<file path="src/rtl/cos_irq_pkg.sv">
package cos_irq_pkg;

   typedef enum logic [1:0] {
      A_CTRL     = 2'd0,
      A_FLAGS    = 2'd1,
      A_ENABLE   = 2'd2,
      A_POLARITY = 2'd3
   } cos_addr_e;

   // control word bits (write to A_CTRL); byte clears occupy bits [NBYTES-1:0]
   localparam int CTL_CLR_OVF = 3;
   localparam int CTL_CLR_ALL = 4;

   // status word bits (read of A_CTRL); byte status occupies bits [NBYTES-1:0]
   localparam int ST_OVF    = 3;
   localparam int ST_MASTER = 4;

   localparam int BYTE_W    = 8;
   localparam int MAX_BYTES = 2;

endpackage

</file>
<file path="src/rtl/cos_edge_detect.sv">
module cos_edge_detect #(
   parameter int W = 16
) (
   input  logic         clk_i,
   input  logic         rst_ni,
   input  logic [W-1:0] din_i,
   input  logic [W-1:0] pol_i,
   output logic [W-1:0] set_o
);

   logic [W-1:0] prev_q;
   logic         armed_q;

   // first clock after reset only captures levels
   always_ff @(posedge clk_i or negedge rst_ni) begin
      if (!rst_ni) begin
         prev_q  <= '1;
         armed_q <= 1'b0;
      end else begin
         prev_q  <= din_i;
         armed_q <= 1'b1;
      end
   end

   for (genvar i = 0; i < W; i++) begin : g_bit
      assign set_o[i] = armed_q & (pol_i[i] ? (~prev_q[i] &  din_i[i])
                                            : ( prev_q[i] & ~din_i[i]));
   end

endmodule

</file>
<file path="src/rtl/cos_flag_bank.sv">
module cos_flag_bank #(
   parameter int W = 16
) (
   input  logic         clk_i,
   input  logic         rst_ni,
   input  logic [W-1:0] set_i,
   input  logic [W-1:0] clr_i,
   output logic [W-1:0] flags_o
);

   logic [W-1:0] flags_q;

   // set wins over clear so no event is lost
   always_ff @(posedge clk_i or negedge rst_ni) begin
      if (!rst_ni) flags_q <= '0;
      else         flags_q <= (flags_q & ~clr_i) | set_i;
   end

   assign flags_o = flags_q;

   // a detected edge always lands in its flag
   p_set_lands_r2: assert property (@(posedge clk_i) disable iff (!rst_ni)
      (set_i != '0) |=> ((flags_q & $past(set_i)) == $past(set_i)));

   // flags not addressed by a clear keep their value
   p_sticky_r3: assert property (@(posedge clk_i) disable iff (!rst_ni)
      ((flags_q & ~clr_i) != '0) |=>
         ((flags_q & $past(flags_q & ~clr_i)) == $past(flags_q & ~clr_i)));

endmodule

</file>
<file path="src/rtl/cos_regs.sv">
module cos_regs
   import cos_irq_pkg::*;
#(
   parameter int W = 16
) (
   input  logic         clk_i,
   input  logic         rst_ni,
   input  logic         wr_en_i,
   input  logic [1:0]   addr_i,
   input  logic [W-1:0] wdata_i,
   input  logic [W-1:0] flags_i,
   input  logic         ovf_irq_i,
   output logic [W-1:0] en_o,
   output logic [W-1:0] pol_o,
   output logic [W-1:0] clr_o,
   output logic         ovf_clr_o,
   output logic         irq_o,
   output logic [W-1:0] rdata_o
);

   localparam int NBYTES = W / BYTE_W;

   logic [W-1:0]      en_q, pol_q, byte_mask, status;
   logic [NBYTES-1:0] byte_irq;
   logic              ctl_wr, flg_wr;

   assign ctl_wr = wr_en_i && (addr_i == A_CTRL);
   assign flg_wr = wr_en_i && (addr_i == A_FLAGS);

   always_ff @(posedge clk_i or negedge rst_ni) begin
      if (!rst_ni) begin
         en_q  <= '0;
         pol_q <= '0;
      end else if (wr_en_i) begin
         if (addr_i == A_ENABLE)   en_q  <= wdata_i;
         if (addr_i == A_POLARITY) pol_q <= wdata_i;
      end
   end

   for (genvar b = 0; b < NBYTES; b++) begin : g_byte
      assign byte_mask[b*BYTE_W +: BYTE_W] = {BYTE_W{ctl_wr & wdata_i[b]}};
      assign byte_irq[b] = |(flags_i[b*BYTE_W +: BYTE_W] & en_q[b*BYTE_W +: BYTE_W]);
   end

   // clear pulses exist only for the write cycle
   assign clr_o     = (flg_wr ? wdata_i : '0) | byte_mask
                    | {W{ctl_wr & wdata_i[CTL_CLR_ALL]}};
   assign ovf_clr_o = ctl_wr & (wdata_i[CTL_CLR_OVF] | wdata_i[CTL_CLR_ALL]);
   assign irq_o     = (|byte_irq) | ovf_irq_i;

   always_comb begin
      status                = '0;
      status[NBYTES-1:0]    = byte_irq;
      status[ST_OVF]        = ovf_irq_i;
      status[ST_MASTER]     = irq_o;
   end

   always_comb begin
      case (addr_i)
         A_CTRL:   rdata_o = status;
         A_FLAGS:  rdata_o = flags_i;
         A_ENABLE: rdata_o = en_q;
         default:  rdata_o = pol_q;
      endcase
   end

   assign en_o  = en_q;
   assign pol_o = pol_q;

   // master clear always requests the overflow clear
   p_master_ovf_r7: assert property (@(posedge clk_i) disable iff (!rst_ni)
      (wr_en_i && addr_i == A_CTRL && wdata_i[CTL_CLR_ALL]) |-> ovf_clr_o);

endmodule

</file>
<file path="src/rtl/cos_irq_ctrl.sv">
module cos_irq_ctrl
   import cos_irq_pkg::*;
#(
   parameter int DATA_W  = 16,
   parameter bit IRQ_REG = 1'b0
) (
   input  logic              clk_i,
   input  logic              rst_ni,
   input  logic [DATA_W-1:0] din_i,
   input  logic              wr_en_i,
   input  logic [1:0]        addr_i,
   input  logic [DATA_W-1:0] wdata_i,
   output logic [DATA_W-1:0] rdata_o,
   input  logic              ovf_irq_i,
   output logic              ovf_clr_o,
   output logic              irq_o
);

   localparam int NBYTES = DATA_W / BYTE_W;

   if ((DATA_W % BYTE_W) != 0 || NBYTES < 1 || NBYTES > MAX_BYTES) begin : g_bad_width
      $error("cos_irq_ctrl: DATA_W must be 8 or 16");
   end

   logic [DATA_W-1:0] set_vec, clr_vec, flags, en, pol;
   logic              irq_comb;

   cos_edge_detect #(.W(DATA_W)) i_edge (
      .clk_i (clk_i),
      .rst_ni(rst_ni),
      .din_i (din_i),
      .pol_i (pol),
      .set_o (set_vec)
   );

   cos_flag_bank #(.W(DATA_W)) i_flags (
      .clk_i  (clk_i),
      .rst_ni (rst_ni),
      .set_i  (set_vec),
      .clr_i  (clr_vec),
      .flags_o(flags)
   );

   cos_regs #(.W(DATA_W)) i_regs (
      .clk_i    (clk_i),
      .rst_ni   (rst_ni),
      .wr_en_i  (wr_en_i),
      .addr_i   (addr_i),
      .wdata_i  (wdata_i),
      .flags_i  (flags),
      .ovf_irq_i(ovf_irq_i),
      .en_o     (en),
      .pol_o    (pol),
      .clr_o    (clr_vec),
      .ovf_clr_o(ovf_clr_o),
      .irq_o    (irq_comb),
      .rdata_o  (rdata_o)
   );

   if (IRQ_REG) begin : g_irq_reg
      logic irq_q;
      always_ff @(posedge clk_i or negedge rst_ni) begin
         if (!rst_ni) irq_q <= 1'b0;
         else         irq_q <= irq_comb;
      end
      assign irq_o = irq_q;
   end else begin : g_irq_comb
      assign irq_o = irq_comb;
      // nothing enabled and no overflow request means a quiet line
      p_masked_quiet_r5: assert property (@(posedge clk_i) disable iff (!rst_ni)
         (en == '0 && !ovf_irq_i) |-> !irq_o);
   end

   // a low-byte clear without a competing edge empties the low byte
   p_byte_wipe_r6: assert property (@(posedge clk_i) disable iff (!rst_ni)
      (wr_en_i && addr_i == A_CTRL && wdata_i[0] && set_vec[BYTE_W-1:0] == '0)
         |=> (flags[BYTE_W-1:0] == '0));

   // a master clear without a competing edge empties every flag
   p_master_wipe_r7: assert property (@(posedge clk_i) disable iff (!rst_ni)
      (wr_en_i && addr_i == A_CTRL && wdata_i[CTL_CLR_ALL] && set_vec == '0)
         |=> (flags == '0));

endmodule

</file>
<file path="config.mk">
export PLATFORM = sky130hd
export DESIGN_NAME = cos_irq_ctrl
export DESIGN_NICKNAME = d
export VERILOG_FILES = /design/src/rtl/cos_irq_pkg.sv /design/src/rtl/cos_edge_detect.sv /design/src/rtl/cos_flag_bank.sv /design/src/rtl/cos_regs.sv /design/src/rtl/cos_irq_ctrl.sv
export SDC_FILE = /design/constraint.sdc
export NUM_CORES = 1
export LEC_CHECK = 0
export BUFFER_PORTS_ARGS = -buffer_cell sky130_fd_sc_hd__buf_2
export CAP_MARGIN = 30
export CELL_PAD_IN_SITES_DETAIL_PLACEMENT = 0
export CELL_PAD_IN_SITES_GLOBAL_PLACEMENT = 1
export CORE_ASPECT_RATIO = 2
export CORE_MARGIN = 2
export CORE_UTILIZATION = 39
export DETAILED_ROUTE_END_ITERATION = 12
export GPL_TIMING_DRIVEN = 1
export MAX_ROUTING_LAYER = met4
export PLACE_DENSITY_LB_ADDON = 0.1
export SYNTH_ARGS = -nofsm -noshare
export SYNTH_HDL_FRONTEND = slang
export SYNTH_SLANG_ARGS = --single-unit
</file>
<file path="constraint.sdc">
create_clock -name clk_i -period 1.2 [get_ports clk_i]
set_input_delay 0.12 -clock clk_i [delete_from_list [all_inputs] [get_ports clk_i]]
set_output_delay 0.12 -clock clk_i [all_outputs]
set_load 0.01 [all_outputs]
</file>
==> flow_metrics.py, run 1 <==
metrics = {
    "final_layout": {
        "final_area_mm2": 0.004407,
        "n_antenna_cell": 0,
        "final_layout_size_suffix_gt1_share_pct": 44.12,
        "final_util_pct": 57.98,
        "n_fill_cell": 709,
        "area_delta_synth_final_pct": 43.35,
        "nets": 441,
    },
    "timing": {
        "setup_violations": 17,
        "clock-skew-final_ns": 0.007950,
        "drv_slew": 0,
        "hold_viol_final": 0,
        "fin_crit_sh_pct": 158.8,
        "fmax_mhz": 524.6,
        "holdWs_ns": 0.03348,
        "fin_ws_ns": -0.7061,
        "rsz0062_at_grt": "true",
        "period_needed_ns": 1.906,
    },
    "placed_design": {
        "placed_area_mm2": 0.003865,
        "post-dp-hpwl_um": 6361,
        "place_congestion": 0.8086,
        "port_buffers": 55,
        "post-place-ws_ns": -0.4147,
    },
    "yosys": {
        "syn_area_per_cell_um2": 11.34,
        "yosys_warnings": 0,
        "synth_top_cell_by_area": "dfrtp_1",
        "yosys_register_bits": 65,
        "ys_top_cells_by_count": "nand2_1 (59), dfrtp_1 (49), o21ai_0 (28)",
        "synth_top_cells_by_area": "dfrtp_1 (40%), dfstp_2 (14%), mux2_2 (8.1%), nand2_1 (7.2%), a32o_1 (4.9%)",
        "synth_top_area_share_pct": 39.89,
        "syn_inst": 271,
        "synth_flop_cell": "dfrtp_1",
        "synth.yosys.seq_area_share_pct": 53.56,
        "yosysUniqueCellTypes": 32,
        "synth_area_mm2": 0.003074,
        "synthMostInstantiatedCell": "nand2_1",
        "synth_edf_count": 0,
        "syn_nets": 309,
        "synthArstFlopShare_pct": 100.0,
    },
    "setup_path": {
        "crit_fanout": 2,
        "startpoint_type": "flop",
        "r2r_slack_ns": 0.17,
        "required_ns": 1.08,
        "crit_arrival_ns": 1.79,
        "worstSetupPathType": "reg -> out",
        "end_kind": "output port",
    },
    "run_status": {
        "violations": "negative setup slack",
        "status": "finished, violations left",
    },
    "route": {
        "route.detailed.drc": 0,
        "drt_iter0_markers": 86,
        "finalWirelength_um": 8684,
        "firstDrtPassIters": 4,
        "postRouteAntennaNets": 0,
        "wl_per_cell_um": 17.30,
        "vias": 2559,
        "viasPerCell": 5.098,
    },
    "die": {
        "start_util_pct": 40.44,
        "pin_count": 56,
        "die_x_um": 66.78,
        "num_rows": 45,
        "die_height_um": 129.6,
        "die_area_mm2": 0.008652,
        "core_region_area_mm2": 0.007601,
    },
    "grt": {
        "grt_pass1_vias": 2713,
        "grt_pass1_wl_um": 13750,
        "grt_start_max_net_pins": 66,
        "grt.overflow.total": 0,
        "grtUsageTotal_pct": 22.94,
        "antenna_found_initial": 0,
    },
    "run": {
        "drv_cap": 0,
    },
    "clock_network": {
        "cts_buffers": 9,
        "cts-root-buf": "clkbuf_16",
        "cts_sinks": 65,
        "htree_levels": 3,
        "clock_path_buffers": 2,
        "tritoncts": "built",
        "cts.clk_slew.worst_paths_ns": 0.06,
        "clk_latency_ns": 0.33,
    },
    "power_and_ir_drop": {
        "p_total_mw": 7.105,
        "seqPwrFrac_pct": 41.1,
        "p_leak_nw": 1.987,
        "ir_drop_uv": 1009,
        "power_density_mw_per_mm2": 1612,
        "p_sw_mw": 1.980,
        "pwr-share-comb_pct": 25.5,
        "switching_share_pct": 27.87,
        "p_int_mw": 5.125,
        "p_clk_share_pct": 33.4,
    },
    "min_path": {
        "hp-class": "in -> reg",
    },
}
==> cell type report <==
type | instances | area [µm²] | share of cell area, %
inverters | 2 | 10.01 | 0.2271
well taps | 94 | 117.6 | 2.669
clock inverters | 3 | 17.52 | 0.3975
flip-flops and latches | 65 | 1647 | 37.37
repair buffers | 131 | 984.7 | 22.35
clock buffers | 13 | 250.2 | 5.679
multi-input cells | 194 | 1380 | 31.32
==> logic make-up (layout without fill, tap and decap cells) <==
| group | after synthesis | in the layout | share of synthesized area [%] |
|---|---|---|---|
| compound gates | 59 | 59 | 13.06 |
| buf+inv | 12 | 149 | 2.686 |
| flops | 65 | 65 | 53.56 |
| mux | 48 | 48 | 18.27 |
| other cells | 1 | 1 | 0.1220 |
| simple gates | 86 | 86 | 12.29 |
==> sequential cells by signal, summed over array words and instances (netlist names) <==
signal           count
i_edge.prev_q       16
i_flags.flags_o     16
i_regs.en_o         16
i_regs.pol_o        16
i_edge.armed_q       1
==> layer usage <==
| layer | wire length [µm] | global-route usage, % |
|---|---|---|
| met5 | 0 | - |
| met4 | 246 | 9.724 |
| met3 | 271 | 5.208 |
| met2 | 4892 | 40.88 |
| met1 | 3274 | 23.47 |
==> power by group through the flow <==
stage          registers (mW)  logic (mW)  clock network, mW
3_5_place_dp             2.90        1.64                  0
3_3_place_gp             2.88        1.62                  0
6_report                 2.92        1.81               2.37
2_1_floorplan            2.84       0.777                  0
5_1_grt                  2.97        1.99               2.51
4_1_cts                  2.90        1.77               2.42
==> layout by cell type (no fill, tap or decap), drive strengths merged, types with 3 or more instances in the layout <==
| cell | synthesis | layout |
|---|---|---|
| a32o | 15 | 15 |
| a22oi | 9 | 9 |
| dlygate4sd3 | 0 | 17 |
| mux4 | 3 | 3 |
| nand2 | 60 | 60 |
| nor2 | 18 | 18 |
| buf | 8 | 114 |
| o21ai | 30 | 30 |
| clkbuf | 2 | 13 |
| dfrtp | 49 | 49 |
| mux2 | 32 | 32 |
| dfstp | 16 | 16 |
| mux2i | 13 | 13 |
==> timing repair <==
item / CTS / global route
buffers inserted: 2 / 3
endpoints found under the hold margin: 65 / 0
resized for setup: 25 / 9
hold buffers: 17 / 0
endpoints found under the setup margin: 17 / 17
pin swaps: 6 / 7
==> metrics by stage <==
| step | setup TNS (ns) | std cells |
|---|---|---|
| 2_1_floorplan | -0.3691 | 271 |
| 3_3_place_gp | -3.772 | 467 |
| 3_5_place_dp | -3.996 | 467 |
| 4_1_cts | -4.656 | 500 |
| 5_1_grt | -5.543 | 502 |
| 6_report | -4.400 | 502 |
==> path summary, 6_finish.rpt <==
| kind | endpoint | cells past startpoint | from |
|---|---|---|---|
| worst max-delay path | rdata_o[4] | 5 | i_regs.en_o[14] |
| worst min-delay path | i_regs.en_o[7] | 2 | wdata_i[7] |
| worst max register to register | i_flags.flags_o[1] | 5 | i_regs.pol_o[1] |
| worst min register to register | i_regs.pol_o[15] | 1 | i_regs.pol_o[15] |
| max in group asynchronous | i_edge.prev_q[10] | 3 | rst_ni |
| min in group asynchronous | i_regs.pol_o[4] | 3 | rst_ni |
==> critical path, stage by stage (launching register included) <==
cell	delay, ns
dfrtp_1	0.38
a22oi_2	0.20
nand4_1	0.16
or3_4	0.41
o21a_1	0.18
buf_2	0.13
Note: power is estimated with default switching activity, not from simulation.
==> run 2, diff against run 1 <==
- CORE_ASPECT_RATIO: 2 -> 0.7
==> flow_metrics.py, run 2 (synthesis gave the netlist of run 1 again) <==
metrics = {
    "run_status": {
        "status": "finished, violations left",
        "violations": "negative setup slack",
    },
    "final_layout": {
        "area_delta_synth_final_pct": 47.17,
        "n_fill_cell": 661,
        "nets": 442,
        "multi_input_area_mm2": 0.001400,
        "final_common_cell": "nand2_1",
        "layout_common_cells": "nand2_1 (58), buf_2 (54), dfrtp_1 (49)",
        "final_area_mm2": 0.004524,
        "seqCellArea_mm2": 0.001647,
        "n_antenna_cell": 0,
        "final_layout_size_suffix_gt1_share_pct": 45.97,
        "final_util_pct": 58.23,
    },
    "die": {
        "pin_count": 56,
        "die_height_um": 78.28,
        "die_area_mm2": 0.008620,
        "core_region_area_mm2": 0.007770,
        "start_util_pct": 39.57,
        "num_rows": 27,
        "die_x_um": 110.1,
    },
    "grt": {
        "grt.overflow.total": 0,
        "grt_pass1_vias": 2605,
        "grt_pass1_wl_um": 13300,
        "antenna_found_initial": 0,
        "grt_start_max_net_pins": 66,
        "grtUsageTotal_pct": 21.25,
    },
    "setup_path": {
        "end_kind": "output port",
        "required_ns": 1.08,
        "crit_fanout": 2,
        "critPathSlowestCell": "dfrtp_1",
        "reg2regPathDepth": 5,
        "cpPeakStageDelay_ns": 0.39,
        "crit_chain": "a22oi_2 > nand4_1 > or3_4 > o21a_1 > buf_2",
        "crit_buf_inv": 1,
        "cp.depth": 5,
        "startpoint_type": "flop",
        "worstSetupPathType": "reg -> out",
        "cpLargestDelayFamily": "simple AND/OR/NAND/NOR gates",
        "crit_arrival_ns": 1.79,
    },
    "route": {
        "finalWirelength_um": 7962,
        "wl_per_cell_um": 15.61,
        "firstDrtPassIters": 4,
        "vias": 2526,
        "route.detailed.drc": 0,
        "drt_iter0_markers": 98,
        "viasPerCell": 4.953,
        "postRouteAntennaNets": 0,
    },
    "timing": {
        "period_needed_ns": 1.914,
        "clock-skew-final_ns": 0.003529,
        "hold_viol_final": 0,
        "drv_slew": 0,
        "fin_crit_sh_pct": 159.5,
        "fin_ws_ns": -0.7140,
        "rsz0062_at_grt": "true",
        "setup_violations": 16,
        "fmax_mhz": 522.5,
    },
    "placed_design": {
        "placed_area_mm2": 0.003911,
        "place_congestion": 0.8157,
        "post-dp-hpwl_um": 5525,
        "port_buffers": 55,
    },
    "power_and_ir_drop": {
        "power_density_mw_per_mm2": 1657,
        "p_leak_nw": 2.028,
        "p_total_mw": 7.495,
        "ir_drop_uv": 1241,
    },
    "clock_network": {
        "cts-root-buf": "clkbuf_16",
        "tritoncts": "built",
        "cts_buffers": 9,
        "htree_levels": 3,
        "cts.clk_slew.worst_paths_ns": 0.05,
        "clock_path_buffers": 2,
        "cts_sinks": 65,
        "clk_latency_ns": 0.33,
    },
    "min_path": {
        "min_path_cells": 2,
        "hp-class": "in -> reg",
    },
    "run": {
        "drv_cap": 0,
    },
}
-- run 2: cell types whose count changed in the layout (fill, tap and decap cells not counted), moves of 2 or more --
| cell | before | now |
|---|---|---|
| buf_4 | 42 | 40 |
| bufinv_16 | 0 | 2 |
| clkbuf_1 | 3 | 1 |
| buf_12 | 3 | 6 |
-- run 2: power by group --
group | total (mW) | switching (mW) | leakage [nW] | internal, mW
sequential | 2.88 | 0.293 | 0.748 | 2.59
combinational | 1.86 | 0.736 | 1.13 | 1.12
clock | 2.75 | 0.946 | 0.152 | 1.81
total | 7.50 | 1.97 | 2.03 | 5.52
-- run 2: area by class of cell --
class | instances | share of cell area [%]
flip-flops and latches | 65 | 36.39
multi-input cells | 194 | 30.95
repair buffers | 132 | 22.76
clock buffers | 10 | 5.061
well taps | 101 | 2.793
clock inverters | 6 | 1.825
inverters | 2 | 0.2212
-- run 2: worst paths after layout --
kind | start | to | slack, ns
worst max-delay path | i_flags.flags_o[0] | rdata_o[4] | -0.71
worst min-delay path | wdata_i[11] | i_regs.en_o[11] | 0.04
worst max register to register | i_regs.pol_o[6] | i_flags.flags_o[6] | 0.17
worst min register to register | i_regs.en_o[8] | i_regs.en_o[8] | 0.54
max in group asynchronous | rst_ni | i_edge.prev_q[14] | 0.53
min in group asynchronous | rst_ni | i_regs.pol_o[0] | 0.34
-- run 2: through the flow --
step,setup slack (ns),cells,TNS [ns],hold WS (ns)
CTS,-0.7346,509,-4.533,0.03262
detailed placement,-0.4345,474,-4.278,0.1639
global route,-0.7873,510,-5.521,0.02948
finish,-0.7140,510,-4.311,0.04197
floorplan,-0.1739,271,-0.3691,-0.1756
global placement,-0.4141,474,-4.543,0.1660
-- run 2: what timing repair did --
| action | 4_1_cts | 5_1_grt |
|---|---|---|
| setup endpoints to repair | 17 | 17 |
| resized for setup | 32 | 9 |
| hold buffers | 17 | 0 |
| pin swaps | 9 | 8 |
| endpoints found under the hold margin | 65 | 0 |
| setup buffers | 4 | 3 |
-- run 2: worst register-to-register path: cells and delay by family, from the launching register on --
family,cells,cell delay (ns)
buffers and inverters,1,0.14
DFF,1,0.38
AOI/OAI and AO/OA,2,0.29
and+or+nand+nor,2,0.16
-- run 2: per-layer routing --
metal,vias to the layer above,routed length (µm),GRT usage (%)
li1,1243,-,-
met1,1226,4105,30.29
met2,48,3435,30.12
met3,9,341,5.731
met4,0,78,5.375
met5,-,0,-
==> run 3, diff against run 2 <==
- RECOVER_POWER: unset -> 100
==> flow_metrics.py, run 3 (synthesis gave the netlist of run 1 again) <==
metrics = {
    "final_layout": {
        "final_common_cell": "nand2_1",
        "nets": 442,
        "final_layout_size_suffix_gt1_share_pct": 40.59,
        "seqCellArea_mm2": 0.001647,
        "area_delta_synth_final_pct": 44.97,
        "n_fill_cell": 675,
        "layout_common_cells": "nand2_1 (59), dfrtp_1 (49), buf_2 (37)",
        "n_antenna_cell": 0,
        "multi_input_area_mm2": 0.001385,
        "final_util_pct": 57.36,
    },
    "timing": {
        "fmax_mhz": 523.8,
        "fin_ws_ns": -0.7091,
        "worst_pin_slew_ns": 0.8999,
        "clock-skew-final_ns": 0.003885,
        "drv_slew": 0,
        "rsz0062_at_grt": "true",
        "fin_crit_sh_pct": 159.1,
        "max_slew_margin_pct": 40.00,
        "period_needed_ns": 1.909,
        "setup_violations": 17,
        "holdWs_ns": 0.03753,
        "hold_viol_final": 0,
    },
    "die": {
        "core_region_area_mm2": 0.007770,
        "die_area_mm2": 0.008620,
        "die_height_um": 78.28,
        "die_x_um": 110.1,
        "pin_count": 56,
        "num_rows": 27,
        "start_util_pct": 39.57,
    },
    "route": {
        "drt_iter0_markers": 104,
        "wl_per_cell_um": 15.48,
        "route.detailed.drc": 0,
        "finalWirelength_um": 7896,
        "viasPerCell": 4.973,
        "postRouteAntennaNets": 0,
        "firstDrtPassIters": 4,
        "vias": 2536,
    },
    "clock_network": {
        "htree_levels": 3,
        "clk_latency_ns": 0.33,
        "cts.clk_slew.worst_paths_ns": 0.06,
        "cts-root-buf": "clkbuf_16",
        "tritoncts": "built",
        "cts_buffers": 9,
        "cts_sinks": 65,
        "clock_path_buffers": 2,
    },
    "power_and_ir_drop": {
        "ir_drop_uv": 1234,
        "p_total_mw": 7.456,
        "power_density_mw_per_mm2": 1673,
        "p_leak_nw": 1.956,
    },
    "placed_design": {
        "port_buffers": 55,
        "post-dp-hpwl_um": 5525,
        "place_congestion": 0.8157,
    },
    "setup_path": {
        "required_ns": 1.08,
        "end_kind": "output port",
        "crit_fanout": 2,
        "worstSetupPathType": "reg -> out",
        "reg2regPathDepth": 5,
        "startpoint_type": "flop",
        "crit_arrival_ns": 1.79,
    },
    "grt": {
        "grt.overflow.total": 0,
        "grt_pass1_vias": 2605,
        "grt_start_max_net_pins": 66,
        "grt_pass1_wl_um": 13300,
        "antenna_found_initial": 0,
        "grtUsageTotal_pct": 21.25,
    },
    "run": {
        "drv_cap": 0,
    },
    "run_status": {
        "status": "finished, violations left",
        "violations": "negative setup slack",
    },
    "min_path": {
        "min_path_cells": 2,
        "hp-class": "in -> reg",
    },
}
run 3: cell count changes in the layout (fill, tap and decap cells not counted):
cell      delta
clkbuf_2     +1
nor2b_1      +1
buf_2       -17
nand3_2      -1
nand2_2      -1
clkbuf_4     +2
buf_4        -4
buf_12       -2
nand2_1      +1
buf_6        +1
nor2b_4      -1
clkbuf_1    +19
nand3_1      +1
run 3: path summary, 6_finish.rpt:
path	from	end	slack (ns)
max in group asynchronous	rst_ni	i_regs.en_o[6]	0.06
setup / recovery	i_flags.flags_o[9]	rdata_o[4]	-0.71
min in group asynchronous	rst_ni	i_flags.flags_o[3]	0.57
hold reg to reg	i_regs.en_o[8]	i_regs.en_o[8]	0.54
hold / removal	wdata_i[11]	i_regs.en_o[11]	0.04
setup reg to reg	i_regs.pol_o[1]	i_flags.flags_o[1]	0.15
run 3: metal layers:
metal | track usage (%) | vias up | part of all wire [%]
li1 | - | 1246 | -
met1 | 30.29 | 1229 | 50
met2 | 30.12 | 55 | 44
met3 | 5.731 | 6 | 5.2
met4 | 5.375 | 0 | 0.68
met5 | - | - | 0
run 3: what timing repair did:
item | 4_1_cts | 5_1_grt
gates resized for setup | 32 | 9
endpoints found under the hold margin | 65 | 0
pin swaps | 9 | 8
endpoints found under the setup margin | 17 | 17
buffers inserted | 4 | 3
hold buffers | 17 | 0
run 3: worst max-delay path, cell delays in order, from the launching register on:
cell     delay, ns
dfrtp_1       0.39
a22oi_2       0.21
nand4_1       0.16
or3_4         0.40
o21a_1        0.17
buf_2         0.13
run 3: per-stage QoR:
step	cells	worst slack, ns	setup TNS (ns)	instance area [µm²]
floorplan	271	-0.1739	-0.3691	3079
global placement	474	-0.4141	-4.543	3911
detailed placement	474	-0.4345	-4.278	3911
CTS	509	-0.7346	-4.533	4491
global route	510	-0.7873	-11.25	4457
finish	510	-0.7091	-4.934	4457
run 3: layout make-up:
cell class | instances | share of cell area, %
Sequential cell | 65 | 36.95
Multi-Input combinational cell | 194 | 31.08
Timing Repair Buffer | 132 | 21.93
Clock buffer | 10 | 5.138
Tap cell | 101 | 2.835
Clock inverter | 6 | 1.853
Inverter | 2 | 0.2246
run 3: power breakdown:
part	internal (mW)	switching (mW)
Sequential	2.59	0.292
Clock	1.81	0.939
Combinational	1.09	0.734
Total	5.49	1.97
